File: config.mk
export PLATFORM = sky130hd
export DESIGN_NAME = console_serial_ctrl
export DESIGN_NICKNAME = d
export VERILOG_FILES = /design/src/rtl/cons_pkg.sv /design/src/rtl/cs_decode.sv /design/src/rtl/cs_regs.sv /design/src/rtl/cs_irq.sv /design/src/rtl/console_serial_ctrl.sv
export SDC_FILE = /design/constraint.sdc
export NUM_CORES = 1
export LEC_CHECK = 0
export ABC_AREA = 0
export BUFFER_PORTS_ARGS = -buffer_cell sky130_fd_sc_hd__buf_2
export CAP_MARGIN = 40
export CORE_ASPECT_RATIO = 0.8
export CORE_MARGIN = 3
export CORE_UTILIZATION = 25
export DETAILED_ROUTE_END_ITERATION = 6
export GPL_TIMING_DRIVEN = 0
export PLACE_DENSITY = 0.47
export SLEW_MARGIN = 5
export SYNTH_ARGS = -nofsm -noshare
export SYNTH_HDL_FRONTEND = slang
export SYNTH_HIERARCHICAL = 1
export SYNTH_SLANG_ARGS = --single-unit
File: constraint.sdc
create_clock -name clk -period 3.3 [get_ports clk]
set_clock_uncertainty 0.1 [all_clocks]
set_input_delay 0.66 -clock clk [delete_from_list [all_inputs] [get_ports clk]]
set_output_delay 0.66 -clock clk [all_outputs]
set_load 0.01 [all_outputs]
File: src/rtl/cons_pkg.sv
package cons_pkg;
  localparam int unsigned OFS_RX_STAT = 'h080;
  localparam int unsigned OFS_RX_DATA = 'h084;
  localparam int unsigned OFS_TX_STAT = 'h088;
  localparam int unsigned OFS_TX_DATA = 'h08C;
  localparam int unsigned OFS_IDENT   = 'h100;

  localparam int unsigned IE_BIT   = 6;
  localparam int unsigned FLAG_BIT = 7;
  localparam int unsigned CTL_W    = FLAG_BIT;

  localparam logic [7:0] VEC_RX   = 8'hF8;
  localparam logic [7:0] VEC_TX   = 8'hFC;
  localparam int unsigned IDENT_VALUE = 128;

  typedef enum logic [2:0] {
    SEL_NONE,
    SEL_RX_STAT,
    SEL_RX_DATA,
    SEL_TX_STAT,
    SEL_TX_DATA,
    SEL_IDENT
  } reg_sel_e;
endpackage

File: src/rtl/cs_decode.sv
module cs_decode
  import cons_pkg::*;
#(
  parameter int unsigned ADDR_W = 9
) (
  input  logic [ADDR_W-1:0] addr,
  output reg_sel_e          sel
);
  always_comb begin
    if (addr == ADDR_W'(OFS_RX_STAT))      sel = SEL_RX_STAT;
    else if (addr == ADDR_W'(OFS_RX_DATA)) sel = SEL_RX_DATA;
    else if (addr == ADDR_W'(OFS_TX_STAT)) sel = SEL_TX_STAT;
    else if (addr == ADDR_W'(OFS_TX_DATA)) sel = SEL_TX_DATA;
    else if (addr == ADDR_W'(OFS_IDENT))   sel = SEL_IDENT;
    else                                   sel = SEL_NONE;
  end
endmodule

File: src/rtl/cs_regs.sv
module cs_regs
  import cons_pkg::*;
#(
  parameter int unsigned DATA_W = 32
) (
  input  logic              clk,
  input  logic              rst,
  input  reg_sel_e          sel,
  input  logic              bus_en,
  input  logic              bus_we,
  input  logic [DATA_W-1:0] bus_wdata,
  input  logic              rx_avail,
  input  logic [7:0]        rx_byte,
  output logic [DATA_W-1:0] rdata,
  output logic              rvalid,
  output logic              rx_pop,
  output logic [7:0]        tx_byte,
  output logic              tx_valid,
  output logic              rx_ie,
  output logic              tx_ie,
  output logic              status_wr
);
  localparam int unsigned NCH = 2;
  localparam int unsigned CH_RX = 0;
  localparam int unsigned CH_TX = 1;

  logic [NCH-1:0]            ctl_wr;
  logic [NCH-1:0][CTL_W-1:0] ctl_q;
  logic                      rd_en;
  logic                      tx_wr;
  logic [DATA_W-1:0]         rd_mux;

  assign rd_en         = bus_en && !bus_we;
  assign tx_wr         = bus_en && bus_we && (sel == SEL_TX_DATA);
  assign ctl_wr[CH_RX] = bus_en && bus_we && (sel == SEL_RX_STAT);
  assign ctl_wr[CH_TX] = bus_en && bus_we && (sel == SEL_TX_STAT);
  assign status_wr     = |ctl_wr;
  assign rx_ie         = ctl_q[CH_RX][IE_BIT];
  assign tx_ie         = ctl_q[CH_TX][IE_BIT];

  // control fields; the flag bit is never stored
  always_ff @(posedge clk) begin
    for (int ch = 0; ch < NCH; ch++) begin
      if (rst) ctl_q[ch] <= '0;
      else if (ctl_wr[ch]) ctl_q[ch] <= bus_wdata[CTL_W-1:0];
    end
  end

  always_comb begin
    case (sel)
      SEL_RX_STAT: rd_mux = DATA_W'({rx_avail, ctl_q[CH_RX]});
      SEL_RX_DATA: rd_mux = rx_avail ? DATA_W'(rx_byte) : '0;
      SEL_TX_STAT: rd_mux = DATA_W'({1'b1, ctl_q[CH_TX]});
      SEL_IDENT:   rd_mux = DATA_W'(IDENT_VALUE);
      default:     rd_mux = '0;
    endcase
  end

  always_ff @(posedge clk) begin
    if (rst) begin
      rdata    <= '0;
      rvalid   <= 1'b0;
      rx_pop   <= 1'b0;
      tx_byte  <= '0;
      tx_valid <= 1'b0;
    end else begin
      rvalid   <= rd_en;
      rx_pop   <= rd_en && (sel == SEL_RX_DATA) && rx_avail;
      tx_valid <= tx_wr;
      if (rd_en) rdata   <= rd_mux;
      if (tx_wr) tx_byte <= bus_wdata[7:0];
    end
  end

  assert_pop_after_avail_R5: assert property (@(posedge clk) disable iff (rst)
    rx_pop |-> $past(rx_avail) && $past(bus_en) && !$past(bus_we));
  assert_pop_single_R5: assert property (@(posedge clk) disable iff (rst)
    rx_pop |=> !rx_pop || $past(bus_en));
  assert_tx_from_write_R6: assert property (@(posedge clk) disable iff (rst)
    tx_valid |-> $past(bus_en) && $past(bus_we));
  assert_rvalid_from_read_R2: assert property (@(posedge clk) disable iff (rst)
    rvalid |-> $past(bus_en) && !$past(bus_we));
endmodule

File: src/rtl/cs_irq.sv
module cs_irq
  import cons_pkg::*;
(
  input  logic       clk,
  input  logic       rst,
  input  logic       rx_ie,
  input  logic       tx_ie,
  input  logic       rx_avail,
  input  logic       status_wr,
  output logic       irq,
  output logic [7:0] irq_vector
);
  logic rx_fire;
  assign rx_fire = rx_ie && rx_avail;

  // clear has priority; transmit cause overrides receive
  always_ff @(posedge clk) begin
    if (rst) begin
      irq        <= 1'b0;
      irq_vector <= '0;
    end else if (status_wr) begin
      irq <= 1'b0;
    end else if (tx_ie) begin
      irq        <= 1'b1;
      irq_vector <= VEC_TX;
    end else if (rx_fire) begin
      irq        <= 1'b1;
      irq_vector <= VEC_RX;
    end
  end

  assert_clear_on_status_R10: assert property (@(posedge clk) disable iff (rst)
    $past(status_wr) |-> !irq);
  assert_tx_wins_R9: assert property (@(posedge clk) disable iff (rst)
    ($past(tx_ie) && !$past(status_wr)) |-> irq && irq_vector == VEC_TX);
  assert_rx_cause_R8: assert property (@(posedge clk) disable iff (rst)
    ($past(rx_ie) && $past(rx_avail) && !$past(tx_ie) && !$past(status_wr))
      |-> irq && irq_vector == VEC_RX);
  assert_sticky_R10: assert property (@(posedge clk) disable iff (rst)
    (irq && !status_wr) |=> irq);
  assert_vector_legal_R8: assert property (@(posedge clk) disable iff (rst)
    irq |-> (irq_vector == VEC_RX || irq_vector == VEC_TX));
endmodule

File: src/rtl/console_serial_ctrl.sv
module console_serial_ctrl
  import cons_pkg::*;
#(
  parameter int unsigned ADDR_W = 9,
  parameter int unsigned DATA_W = 32
) (
  input  logic              clk,
  input  logic              rst,
  input  logic              bus_en,
  input  logic              bus_we,
  input  logic [ADDR_W-1:0] bus_addr,
  input  logic [DATA_W-1:0] bus_wdata,
  output logic [DATA_W-1:0] bus_rdata,
  output logic              bus_rvalid,
  input  logic              rx_avail,
  input  logic [7:0]        rx_byte,
  output logic              rx_pop,
  output logic [7:0]        tx_byte,
  output logic              tx_valid,
  output logic              irq,
  output logic [7:0]        irq_vector
);
  reg_sel_e sel;
  logic     rx_ie;
  logic     tx_ie;
  logic     status_wr;

  cs_decode #(.ADDR_W(ADDR_W)) u_dec (
    .addr (bus_addr),
    .sel  (sel)
  );

  cs_regs #(.DATA_W(DATA_W)) u_regs (
    .clk       (clk),
    .rst       (rst),
    .sel       (sel),
    .bus_en    (bus_en),
    .bus_we    (bus_we),
    .bus_wdata (bus_wdata),
    .rx_avail  (rx_avail),
    .rx_byte   (rx_byte),
    .rdata     (bus_rdata),
    .rvalid    (bus_rvalid),
    .rx_pop    (rx_pop),
    .tx_byte   (tx_byte),
    .tx_valid  (tx_valid),
    .rx_ie     (rx_ie),
    .tx_ie     (tx_ie),
    .status_wr (status_wr)
  );

  cs_irq u_irq (
    .clk        (clk),
    .rst        (rst),
    .rx_ie      (rx_ie),
    .tx_ie      (tx_ie),
    .rx_avail   (rx_avail),
    .status_wr  (status_wr),
    .irq        (irq),
    .irq_vector (irq_vector)
  );
endmodule

==> impl_metrics.ini, run 1 <==
[drt]
ant_nets = 0
vias_per_cell = 4.42
postRouteWirelength_um = 5230
drtIter0Drc = 62
drt_first_pass_iters = 5
vias = 1798
drc = 0
wl_per_cell_um = 12.9

[sta]
fin_crit_ns = 2.50
tns_ns = 0
fmax_ghz = 0.400
tightest_slew_ns = 0.524
hold_viol = 0
slew_headroom_pct = 65.1
slew_viol_final = 0
min_period_over_period_pct = 75.7
grt_setup_unrepaired = false
setup_viol = 0

[synthesis]
yosysTopAreaCellShare_pct = 37.5
ys_seq_area_share_pct = 37.5
synth_largest_area_cell = dfxtp_1
ys.flop_type = dfxtp_1
yosys-top-cells-area = dfxtp_1, buf_4, a21oi_1, o21ai_0, nand3_1
yosys.cell_types.count = 47
yosysWarnings = 6
synth_edf_count = 0
avgSynthCellArea_um2 = 8.79
postSynthCellCount = 219
ys_top_cells_by_count = dfxtp_1, buf_4, a21oi_1
synth_area_um2 = 1920
async_flop_share_pct = 0
synth.most_common_cell = dfxtp_1
synth-seq-cells = 36

[critical_path]
start_kind = input port
slowest_delay_ns = 0.54
path_cells = buf_2, or4_4, nor4_2, buf_4, mux2_2, a22oi_1, o2bb2ai_1
reg2regPathDepth = 3
cp_top_family = simple AND/OR/NAND/NOR gates
r2r_start = u_regs/ctl_q[10]$_SDFFE_PP0P_
crit_slowest_cell = or4_4
reg2reg_to = u_regs/rdata[3]$_SDFFE_PP0P_
arrival_ns = 2.57
critPathMaxFanout = 10
end_kind = flip-flop
critPathBufInv = 2
required_ns = 3.37
r2r_slack_ns = 2.24
crit_type = input port to flip-flop

[cells_and_area]
final_util_pct = 34.9
drive_above_1_share_pct = 36.9
fin_cells = 407
area_growth_pct = 29.8
fill_cells = 778
n_antenna_cell = 0
fin_nets = 360

[clock_tree]
h-tree-depth = 2
cts_sinks = 36
numCtsBuffers = 5
path_clk_slew_ns = 0.07
cts_root_buf = clkbuf_8
cts_tree = done
clock_latency_ns = 0.28
post_cts_buffers = 0
clk_path_buf_depth = 2
cts-resized-gates = 0
cts_hold_buffers = 0

[place]
post-dp-hpwl_um = 4130
routabilityCongestion = 0.758
dp_cells = 400
port_buffers = 55

[flow_run]
maxCapViolations = 0

[hold_path]
hold_depth = 2
min_path_type = flip-flop to flip-flop
min_to = u_irq/irq$_SDFFE_PP0P_
hold_start = u_irq/irq$_SDFFE_PP0P_

[status]
status = completed

[die]
dieArea_um2 = 8790
ioPinCount = 106
num_rows = 27
initial_core_util_pct = 26.9
core-area_um2 = 7160
die_height_um = 84.5
die_w_um = 104

[global_routing]
overflow = 0
grt_max_degree = 11
antenna_found_initial = 0
grtUsageTotal_pct = 11.5
grt_pass1_vias = 1613
grt_pass1_wl_um = 8220

[pwr]
power_leakage_nw = 1.09
worst_ir_drop_vdd_mv = 0.138
powerDensity_nw_per_um2 = 332
[worst max-delay path by stage]
stage	start	end	slack, ns	cells past startpoint
final	bus_addr[6]	u_regs/rdata[3]$_SDFFE_PP0P_	0.80	7
after detailed placement	bus_addr[6]	u_regs/rdata[3]$_SDFFE_PP0P_	0.51	7
after global routing	bus_addr[6]	u_regs/rdata[6]$_SDFFE_PP0P_	0.65	7
after floorplan	bus_addr[7]	u_irq/irq_vector[2]$_SDFFE_PP0P_	0.69	6
after global placement	bus_addr[7]	u_irq/irq_vector[2]$_SDFFE_PP0P_	0.16	7
after CTS	bus_addr[6]	u_regs/rdata[3]$_SDFFE_PP0P_	0.81	7
[flip-flops by register name (all words and copies together) (netlist names)]
| register | count |
|---|---|
| u_regs/rx_ie | 1 |
| u_regs/ctl_q | 12 |
| u_regs/tx_ie | 1 |
| u_regs/rvalid | 1 |
| u_regs/rx_pop | 1 |
| u_irq/irq_vector | 2 |
| u_irq/irq | 1 |
| u_regs/rdata | 8 |
| u_regs/tx_byte | 8 |
| u_regs/tx_valid | 1 |
[cells by family after synthesis]
logic type / share of synthesized area [%]
compound gates: 22.9
xor+xnor: 0.455
buf+inv: 16.4
flops: 37.5
mux: 2.86
other cells: 0.390
simple gates: 19.5
[power by group]
part	switching [mW]	internal (mW)	leakage (nW)
sequential	0.000190	0.435	0.290
combinational	0.0531	0.0439	0.755
clock	0.154	0.144	0.0410
total	0.208	0.622	1.09
[through the flow]
step	setup slack, ns	power [mW]	hold WS (ns)	area, um^2
floorplan	0.686	0.505	0.350	2010
global placement	0.156	0.541	0.349	2420
detailed placement	0.512	0.541	0.343	2420
CTS	0.814	0.837	0.367	2500
global route	0.645	0.866	0.381	2500
finish	0.801	0.830	0.358	2500
[worst min-delay path: cells and delay by family (launching register included)]
family | cells | cell delay (ns)
DFF | 1 | 0.31
buffers and inverters | 1 | 0.05
AOI/OAI and AO/OA | 1 | 0.06
[final cells by class]
cell class	instances	area [um^2]	share of cell area [%]
inverters	3	11.3	0.451
multi-input cells	162	977	39.1
clock buffers	6	72.6	2.90
well taps	101	126	5.06
repair buffers	56	280	11.2
clock inverters	1	5.00	0.200
plain buffers	42	305	12.2
flip-flops and latches	36	721	28.8
[metal layers]
metal | vias to the layer above | global-route usage (%) | wire length, um
met2 | 62 | 16.9 | 2290
li1 | 913 | - | -
met1 | 818 | 16.4 | 2550
met3 | 5 | 3.54 | 352
met4 | 0 | 2.90 | 43
met5 | - | 0 | 0
[placed cells by master (no fill, tap or decap), types with 3 or more instances in the layout]
| cell type | instances |
|---|---|
| a221oi_1 | 3 |
| nand2_1 | 5 |
| a22oi_1 | 4 |
| buf_2 | 59 |
| nand3_1 | 22 |
| mux2_2 | 4 |
| o2bb2ai_1 | 5 |
| nand2b_1 | 5 |
| a21oi_1 | 25 |
| a211oi_1 | 3 |
| and2b_1 | 3 |
| dfxtp_1 | 36 |
| conb_1 | 26 |
| clkbuf_1 | 4 |
| clkbuf_8 | 5 |
| buf_4 | 33 |
| nand3b_1 | 4 |
| a21o_1 | 3 |
| o21ai_0 | 23 |
Note: power is estimated with default switching activity, not from simulation.
==> inputs of run 2 (changes only) <==
Settings changed: ABC_AREA 0 to 1.
Clock period 3.3 ns to 2.4 ns, I/O delays scaled along.
==> impl_metrics.ini, run 2 <==
[critical_path]
arrival_ns = 2.18
reg2reg_to = u_regs/rdata[6]$_SDFFE_PP0P_
endpoint = u_irq/irq_vector[6]$_SDFFE_PP0P_
r2r_start = u_regs/tx_ie$_SDFFE_PP0P_
crit_type = input port to flip-flop
r2r_slack_ns = 1.44
required_ns = 2.47
cp-startpoint = bus_addr[3]
end_kind = flip-flop
reg2regPathDepth = 4
start_kind = input port
critPathMaxFanout = 10

[sta]
setup_viol = 0
hold_viol = 0
fin_crit_ns = 2.11
tightest_slew_ns = 0.535
slew_viol_final = 0
min_period_over_period_pct = 87.8
fin_ws_ns = 0.292
grt_setup_unrepaired = false
slew_headroom_pct = 64.3
fmax_ghz = 0.474
tns_ns = 0

[synthesis]
ys_top_cells_by_count = nand2_1, dfxtp_1, a21oi_1, buf_4, nand4_1
yosys.cell_types.count = 20
postSynthCellCount = 282
avgSynthCellArea_um2 = 6.89
synth_area_um2 = 1940
yosysTopAreaCellShare_pct = 37.1
ys.flop_type = dfxtp_1
yosys-top-cells-area = dfxtp_1, nand2_1, buf_4, a21oi_1, nand4_1
synth-seq-cells = 36
synth_largest_area_cell = dfxtp_1
async_flop_share_pct = 0
synth.most_common_cell = nand2_1
yosysWarnings = 6
ys_seq_area_share_pct = 37.1
synth_edf_count = 0

[clock_tree]
clock_latency_ns = 0.28
post_cts_buffers = 0
cts_root_buf = clkbuf_8
cts_sinks = 36
cts_hold_buffers = 0
h-tree-depth = 2
cts_tree = done
numCtsBuffers = 5
cts-resized-gates = 0
path_clk_slew_ns = 0.07
clk_path_buf_depth = 2

[global_routing]
grt_max_degree = 12
antenna_found_initial = 0
overflow = 0
grt_pass1_wl_um = 8250
grt_pass1_vias = 1798
grtUsageTotal_pct = 11.4

[cells_and_area]
n_antenna_cell = 0
fin_nets = 422
final_util_pct = 34.4
drive_above_1_share_pct = 32.5
top_register = u_regs/ctl_q
mostFrequentLayoutCell = nand2_1
reg_top3 = u_regs/ctl_q (12), u_regs/rdata (8), u_regs/tx_byte (8)
area_growth_pct = 32.1
fill_cells = 840
final_cell_mix = nand2_1, buf_2, dfxtp_1
largest_reg_flops = 12

[die]
num_rows = 28
initial_core_util_pct = 26.0
die_w_um = 105
die_height_um = 84.9
core-area_um2 = 7460
ioPinCount = 106
dieArea_um2 = 8870

[drt]
drc = 0
vias = 1883
drt_first_pass_iters = 6
ant_nets = 0
vias_per_cell = 3.97
postRouteWirelength_um = 5120
wl_per_cell_um = 10.8
drtIter0Drc = 70

[place]
routabilityCongestion = 0.885
pre_cts_slack_ns = 0.0141
port_buffers = 55
post-dp-hpwl_um = 4150

[status]
status = completed

[pwr]
worst_ir_drop_vdd_mv = 0.287
p_int_mw = 1.02
p_clk_share_pct = 44.5
p_seq_share_pct = 45.8
switchingPower_mw = 0.287
powerDensity_nw_per_um2 = 509
power_leakage_nw = 1.28
sw_frac_of_total_pct = 22.0
combPwrFrac_pct = 9.8

[hold_path]
min_path_type = flip-flop to flip-flop

[flow_run]
maxCapViolations = 0
run 2: how the worst min path moves through the flow:
stage / from / endpoint / slack, ns / cells past startpoint
2_1_floorplan: u_regs/ctl_q[0]$_SDFFE_PP0P_ / u_regs/ctl_q[0]$_SDFFE_PP0P_ / 0.34 / 2
3_3_place_gp: u_irq/irq$_SDFFE_PP0P_ / u_irq/irq$_SDFFE_PP0P_ / 0.34 / 2
3_5_place_dp: u_irq/irq$_SDFFE_PP0P_ / u_irq/irq$_SDFFE_PP0P_ / 0.35 / 2
4_1_cts: bus_wdata[6] / u_regs/tx_ie$_SDFFE_PP0P_ / 0.36 / 3
5_1_grt: bus_wdata[6] / u_regs/rx_ie$_SDFFE_PP0P_ / 0.37 / 3
6_report: u_irq/irq$_SDFFE_PP0P_ / u_irq/irq$_SDFFE_PP0P_ / 0.36 / 2
run 2: logic make-up (layout without fill, tap and decap cells):
logic type             after synthesis  after routing  synth area share [%]
AO/OA/AOI/OAI                       33             33                  8.50
buffers and inverters               67            130                  19.4
other                                2             26                 0.386
flip-flops                          36             36                  37.1
AND/OR/NAND/NOR                    144            144                  34.6
run 2: per-stage QoR:
step	power (mW)	area [um^2]	std cells	hold WS [ns]
2_1_floorplan	0.696	2030	306	0.341
3_3_place_gp	0.739	2440	466	0.344
3_5_place_dp	0.739	2440	466	0.348
4_1_cts	1.32	2570	474	0.361
5_1_grt	1.36	2570	474	0.365
6_report	1.31	2570	474	0.358
run 2: worst max-delay path: stages:
cell and delay, ns:
buf_2 0.11, nor2_2 0.12, nor2_1 0.05, and3_1 0.18, buf_4 0.17, inv_4 0.10
nand2_1 0.10, nor3_4 0.32, inv_2 0.16, nand2_1 0.13, inv_2 0.06, a21oi_1 0.14
nor2_1 0.05
run 2: power by group through the flow:
stage | combinational (mW) | clock (mW) | sequential (mW)
6_report | 0.128 | 0.581 | 0.598
5_1_grt | 0.143 | 0.620 | 0.598
4_1_cts | 0.127 | 0.593 | 0.598
3_5_place_dp | 0.127 | 0 | 0.612
3_3_place_gp | 0.126 | 0 | 0.612
2_1_floorplan | 0.0835 | 0 | 0.613
run 2: routing by layer:
metal | vias up | GRT usage (%) | part of all wire (%)
li1 | 1028 | - | -
met1 | 805 | 15.8 | 51
met2 | 48 | 17.4 | 42
met3 | 2 | 3.95 | 6.6
met4 | 0 | 1.81 | 0.14
met5 | - | 0 | 0
run 2: area by class of cell:
class | instances | area, um^2 | area share, %
inverter | 28 | 108 | 4.19
timing repair buffer | 55 | 275 | 10.7
buffer | 39 | 270 | 10.5
clock inverter | 1 | 30.0 | 1.17
sequential | 36 | 721 | 28.1
multi-input combinational | 203 | 935 | 36.4
tap | 105 | 131 | 5.12
clock buffer | 7 | 96.3 | 3.75
